===== src/rtl/stat_pkg.sv =====
package stat_pkg;
    localparam int STS_MISS_BIT = 0;
    localparam int STS_OVF_BIT  = 1;
    localparam int NUM_STS      = 2;

    typedef logic [NUM_STS-1:0] sts_vec_t;
endpackage


===== src/rtl/stat_wrap_counter.sv =====
module stat_wrap_counter #(
    parameter int W = 16
) (
    input  logic         clk,
    input  logic         rst_n,
    input  logic         clr_i,
    input  logic         inc_i,
    output logic [W-1:0] cnt_o,
    output logic         wrap_o
);
    localparam logic [W-1:0] CNT_MAX = {W{1'b1}};

    typedef struct packed {
        logic [W-1:0] cnt;
    } cnt_state_t;

    cnt_state_t st_d, st_q;
    logic       wrap_d;

    always_comb begin
        st_d   = st_q;
        wrap_d = 1'b0;
        if (clr_i) begin
            st_d.cnt = '0;
        end else if (inc_i) begin
            st_d.cnt = st_q.cnt + 1'b1;
            wrap_d   = (st_q.cnt == CNT_MAX);
        end
    end

    always_ff @(posedge clk or negedge rst_n) begin
        if (!rst_n) st_q <= '0;
        else        st_q <= st_d;
    end

    assign cnt_o  = st_q.cnt;
    assign wrap_o = wrap_d;


    clear_chk: assert property (@(posedge clk) disable iff (!rst_n)
        clr_i |=> (cnt_o == '0));


    step_chk: assert property (@(posedge clk) disable iff (!rst_n)
        (!clr_i && inc_i) |=> (cnt_o == $past(cnt_o) + 1'b1));


    hold_chk: assert property (@(posedge clk) disable iff (!rst_n)
        (!clr_i && !inc_i) |=> $stable(cnt_o));
endmodule


===== src/rtl/stat_sticky_flags.sv =====
module stat_sticky_flags
    import stat_pkg::*;
(
    input  logic     clk,
    input  logic     rst_n,
    input  logic     stop_i,
    input  sts_vec_t set_i,
    input  sts_vec_t w1c_i,
    output sts_vec_t flags_o
);
    typedef struct packed {
        sts_vec_t flags;
    } flag_state_t;

    flag_state_t st_d, st_q;

    always_comb begin
        st_d = st_q;
        for (int k = 0; k < NUM_STS; k++) begin
            if (stop_i)        st_d.flags[k] = 1'b0;
            else if (set_i[k]) st_d.flags[k] = 1'b1;
            else if (w1c_i[k]) st_d.flags[k] = 1'b0;
        end
    end

    always_ff @(posedge clk or negedge rst_n) begin
        if (!rst_n) st_q <= '0;
        else        st_q <= st_d;
    end

    assign flags_o = st_q.flags;

    for (genvar g = 0; g < NUM_STS; g++) begin : g_flag_chk

        set_wins_chk: assert property (@(posedge clk) disable iff (!rst_n)
            (!stop_i && set_i[g]) |=> flags_o[g]);


        w1c_chk: assert property (@(posedge clk) disable iff (!rst_n)
            (!stop_i && !set_i[g] && w1c_i[g]) |=> !flags_o[g]);


        stop_flag_chk: assert property (@(posedge clk) disable iff (!rst_n)
            stop_i |=> !flags_o[g]);
    end
endmodule


===== src/rtl/rx_stat_counters.sv =====
module rx_stat_counters
    import stat_pkg::*;
#(
    parameter int CNT_W = 16
) (
    input  logic             clk,
    input  logic             rst_n,
    input  logic             stop_i,
    input  logic             miss_evt_i,
    input  logic             coll_evt_i,
    input  logic             xmit_active_i,
    input  logic             sts_wr_i,
    input  logic [1:0]       sts_wdata_i,
    input  logic             miss_mask_i,
    input  logic             ovf_mask_i,
    input  logic             int_en_i,
    output logic [CNT_W-1:0] miss_cnt_o,
    output logic [CNT_W-1:0] coll_cnt_o,
    output logic             miss_sts_o,
    output logic             ovf_sts_o,
    output logic             irq_o
);
    logic     miss_wrap;
    logic     coll_wrap;
    logic     coll_inc;
    sts_vec_t sts_set;
    sts_vec_t sts_w1c;
    sts_vec_t sts_q;

    assign coll_inc = coll_evt_i & ~xmit_active_i;

    stat_wrap_counter #(.W(CNT_W)) u_miss_cnt (
        .clk    (clk),
        .rst_n  (rst_n),
        .clr_i  (stop_i),
        .inc_i  (miss_evt_i),
        .cnt_o  (miss_cnt_o),
        .wrap_o (miss_wrap)
    );

    stat_wrap_counter #(.W(CNT_W)) u_coll_cnt (
        .clk    (clk),
        .rst_n  (rst_n),
        .clr_i  (stop_i),
        .inc_i  (coll_inc),
        .cnt_o  (coll_cnt_o),
        .wrap_o (coll_wrap)
    );

    always_comb begin
        sts_set               = '0;
        sts_set[STS_MISS_BIT] = miss_evt_i;
        sts_set[STS_OVF_BIT]  = miss_wrap;
        sts_w1c               = sts_wr_i ? sts_vec_t'(sts_wdata_i) : '0;
    end

    stat_sticky_flags u_flags (
        .clk     (clk),
        .rst_n   (rst_n),
        .stop_i  (stop_i),
        .set_i   (sts_set),
        .w1c_i   (sts_w1c),
        .flags_o (sts_q)
    );

    assign miss_sts_o = sts_q[STS_MISS_BIT];
    assign ovf_sts_o  = sts_q[STS_OVF_BIT];
    assign irq_o      = int_en_i & ((miss_sts_o & ~miss_mask_i) |
                                    (ovf_sts_o  & ~ovf_mask_i));


    ovf_rise_chk: assert property (@(posedge clk) disable iff (!rst_n)
        $rose(ovf_sts_o) |-> (miss_cnt_o == '0));


    coll_wrap_quiet_chk: assert property (@(posedge clk) disable iff (!rst_n)
        (coll_wrap && !miss_wrap && !ovf_sts_o) |=> !ovf_sts_o);


    coll_tx_block_chk: assert property (@(posedge clk) disable iff (!rst_n)
        (!stop_i && xmit_active_i) |=> $stable(coll_cnt_o));


    miss_flag_chk: assert property (@(posedge clk) disable iff (!rst_n)
        (!stop_i && miss_evt_i) |=> miss_sts_o);
endmodule


===== config.mk =====
export PLATFORM = sky130hd
export DESIGN_NAME = rx_stat_counters
export DESIGN_NICKNAME = d
export VERILOG_FILES = /design/src/rtl/stat_pkg.sv /design/src/rtl/stat_wrap_counter.sv /design/src/rtl/stat_sticky_flags.sv /design/src/rtl/rx_stat_counters.sv
export SDC_FILE = /design/constraint.sdc
export NUM_CORES = 1
export LEC_CHECK = 0
export BUFFER_PORTS_ARGS = -buffer_cell sky130_fd_sc_hd__clkbuf_2
export CORE_UTILIZATION = 45
export DETAILED_ROUTE_END_ITERATION = 10
export PLACE_DENSITY = 0.73
export SLEW_MARGIN = 15
export SYNTH_ARGS = -nofsm -noshare
export SYNTH_HDL_FRONTEND = slang
export SYNTH_HIERARCHICAL = 1
export SYNTH_SLANG_ARGS = --single-unit

===== constraint.sdc =====
create_clock -name clk -period 2.4 [get_ports clk]
set_input_delay 0.6 -clock clk [delete_from_list [all_inputs] [get_ports clk]]
set_output_delay 0.6 -clock clk [all_outputs]
set_load 0.05 [all_outputs]

==> metrics.yaml <==
drv_cap: 0
postCtsHoldBufs: 0
rows: 22
max-vdd-ir-drop_mv: 0.342
maxSlewHeadroom: 0.457
cts_resized: 0
final-seq-area_sq_um: 851
grtUsageTotal: 0.184
core_region_area_sq_um: 3660
status: "complete, no violations"
highest_layer: "met4"
die_w_microns: 63.9
nNetsFinal: 233
clk_pin_slew_ns: 0.06
syn-num-nets: 185
layout_setup_ws_ns: 0.577
vias_per_cell: 5.22
die_h_microns: 63.9
port_buffers: 46
diodes: 0
grt_overflow: 0
pin_count: 47
min_period_ns: 1.82
clk_latency_ns: 0.28
post-route-period-util: 0.760
die-area_sq_um: 4080
hpwlAfterDp_mm: 2.48
wl_met3_microns: 151
area_growth_pct: 19.7
critPathLaunchType: "input port"
antenna_found_initial: 0
clock_sinks: 34
drcViolationCount: 0
syn-instance-count: 171
drt-total-wl_mm: 3.42
r2r-start: "u_miss_cnt/cnt_o[4]"
path_cells: "clkbuf_2 > nand2b_1 > a21boi_2 > clkbuf_2"
netlist_area_sq_um: 1720
critPathSlowestCell: "clkbuf_2"
wl_met2_mm: 1.55
slew_viol_final: 0
cts_tree: "yes"
finalWeightedCongestion: 0.772
start_util: 0.471
cts_max_path_buffers: 2
cp-startpoint: "miss_mask_i"
crit_fanout: 1
hold_viol_final: 0
criticalPathCategory: "input port to primary output"
max_freq_mhz: 548
max_stage_delay_ns: 0.28
place_area_sq_um: 1990
multi_input_area_sq_um: 815
timing.critical_path.mode_cell: "clkbuf_2"
setup_viol: 0
power.density_nw_per_um2: 518
dp_worst_setup_slack_ns: 0.471
grt_pass1_vias: 1244
n_fill_cell: 358
synth-warning-count: 6
worst_slew_pin_slew_ns: 0.815
drt_iter0_markers: 39
htree_levels: 2
fin_skew_ns: 0.00255
postCtsSetupBuffers: 0
grt_pass1_wl_mm: 5.70
setup_tns_ns: 0
required_ns: 1.80
dr.pass1.iters: 4
fin_area_sq_um: 2060
hp-class: "input port to asynchronous set/reset pin"
p_leak_nw: 1.02
post_route_cells_drive_above_1_share: 0.279
vias: 1395
critPathCaptureType: "primary output"
numCtsBuffers: 5
grt_max_degree: 35
wl_per_cell_microns: 12.8
rsz0062_at_grt: "false"
ctsRootBufferMaster: "clkbuf_8"
syn_avg_cell_area_sq_um: 10.1
m1WireLength_mm: 1.65
antenna_left: 0
cp.arrival_ns: 1.22
power by group:
part / switching (mW) / internal (mW) / leakage, nW
registers: 0.00735 / 0.580 / 0.471
logic: 0.0639 / 0.0265 / 0.515
clock network: 0.191 / 0.199 / 0.0383
total: 0.262 / 0.806 / 1.02
final timing paths:
| path | cells after the start | endpoint | slack [ns] |
|---|---|---|---|
| setup / recovery | 4 | irq_o | 0.58 |
| hold / removal | 1 | u_coll_cnt/cnt_o[15] | 0.40 |
| setup reg to reg | 4 | u_miss_cnt/cnt_o[11] | 0.78 |
| hold reg to reg | 2 | u_miss_cnt/cnt_o[1] | 0.56 |
| max in group asynchronous | 1 | u_miss_cnt/cnt_o[6] | 1.49 |
| min in group clk | 2 | u_miss_cnt/cnt_o[1] | 0.56 |
sequential cells by signal (all words and copies together), names as in the netlist:
signal	cells
u_coll_cnt/cnt_o	16
u_flags/flags_o	2
u_miss_cnt/cnt_o	16
metal layers:
layer | up-vias | track usage
li1 | 690 | -
met1 | 666 | 0.245
met2 | 32 | 0.275
met3 | 7 | 0.0500
met4 | 0 | 0.0938
met5 | - | 0
critical path, delay by kind of cell:
kind	cells	cell delay, ns
and+or+nand+nor	1	0.14
buffers and inverters	2	0.36
AOI/OAI and AO/OA	1	0.12
per-stage QoR:
step,util,hold WS (ns),total power [mW],instances
floorplan,-,0.304,0.653,171
global placement,0.542,0.554,0.688,260
detailed placement,0.542,0.559,0.690,260
CTS,0.563,0.429,1.08,267
global route,0.563,0.465,1.12,267
finish,0.563,0.400,1.07,267
cells in the final DEF (no fill, tap or decap), types with 5 or more instances in the layout:
| master | n |
|---|---|
| clkbuf_2 | 46 |
| dfrtp_1 | 34 |
| nor2_1 | 24 |
| xor2_1 | 18 |
| nand3_1 | 12 |
| a21oi_1 | 10 |
| nand2_1 | 9 |
| or3_1 | 8 |
| nand4_1 | 6 |
| o21ai_1 | 6 |
| clkbuf_8 | 5 |
cell type report:
cell class,instances,share of cell area
clock buffers,7,0.0370
inverters,2,0.00364
multi-input cells,127,0.395
flip-flops and latches,34,0.413
well taps,48,0.0291
repair buffers,49,0.123
Power figures use the tool's default switching activity.
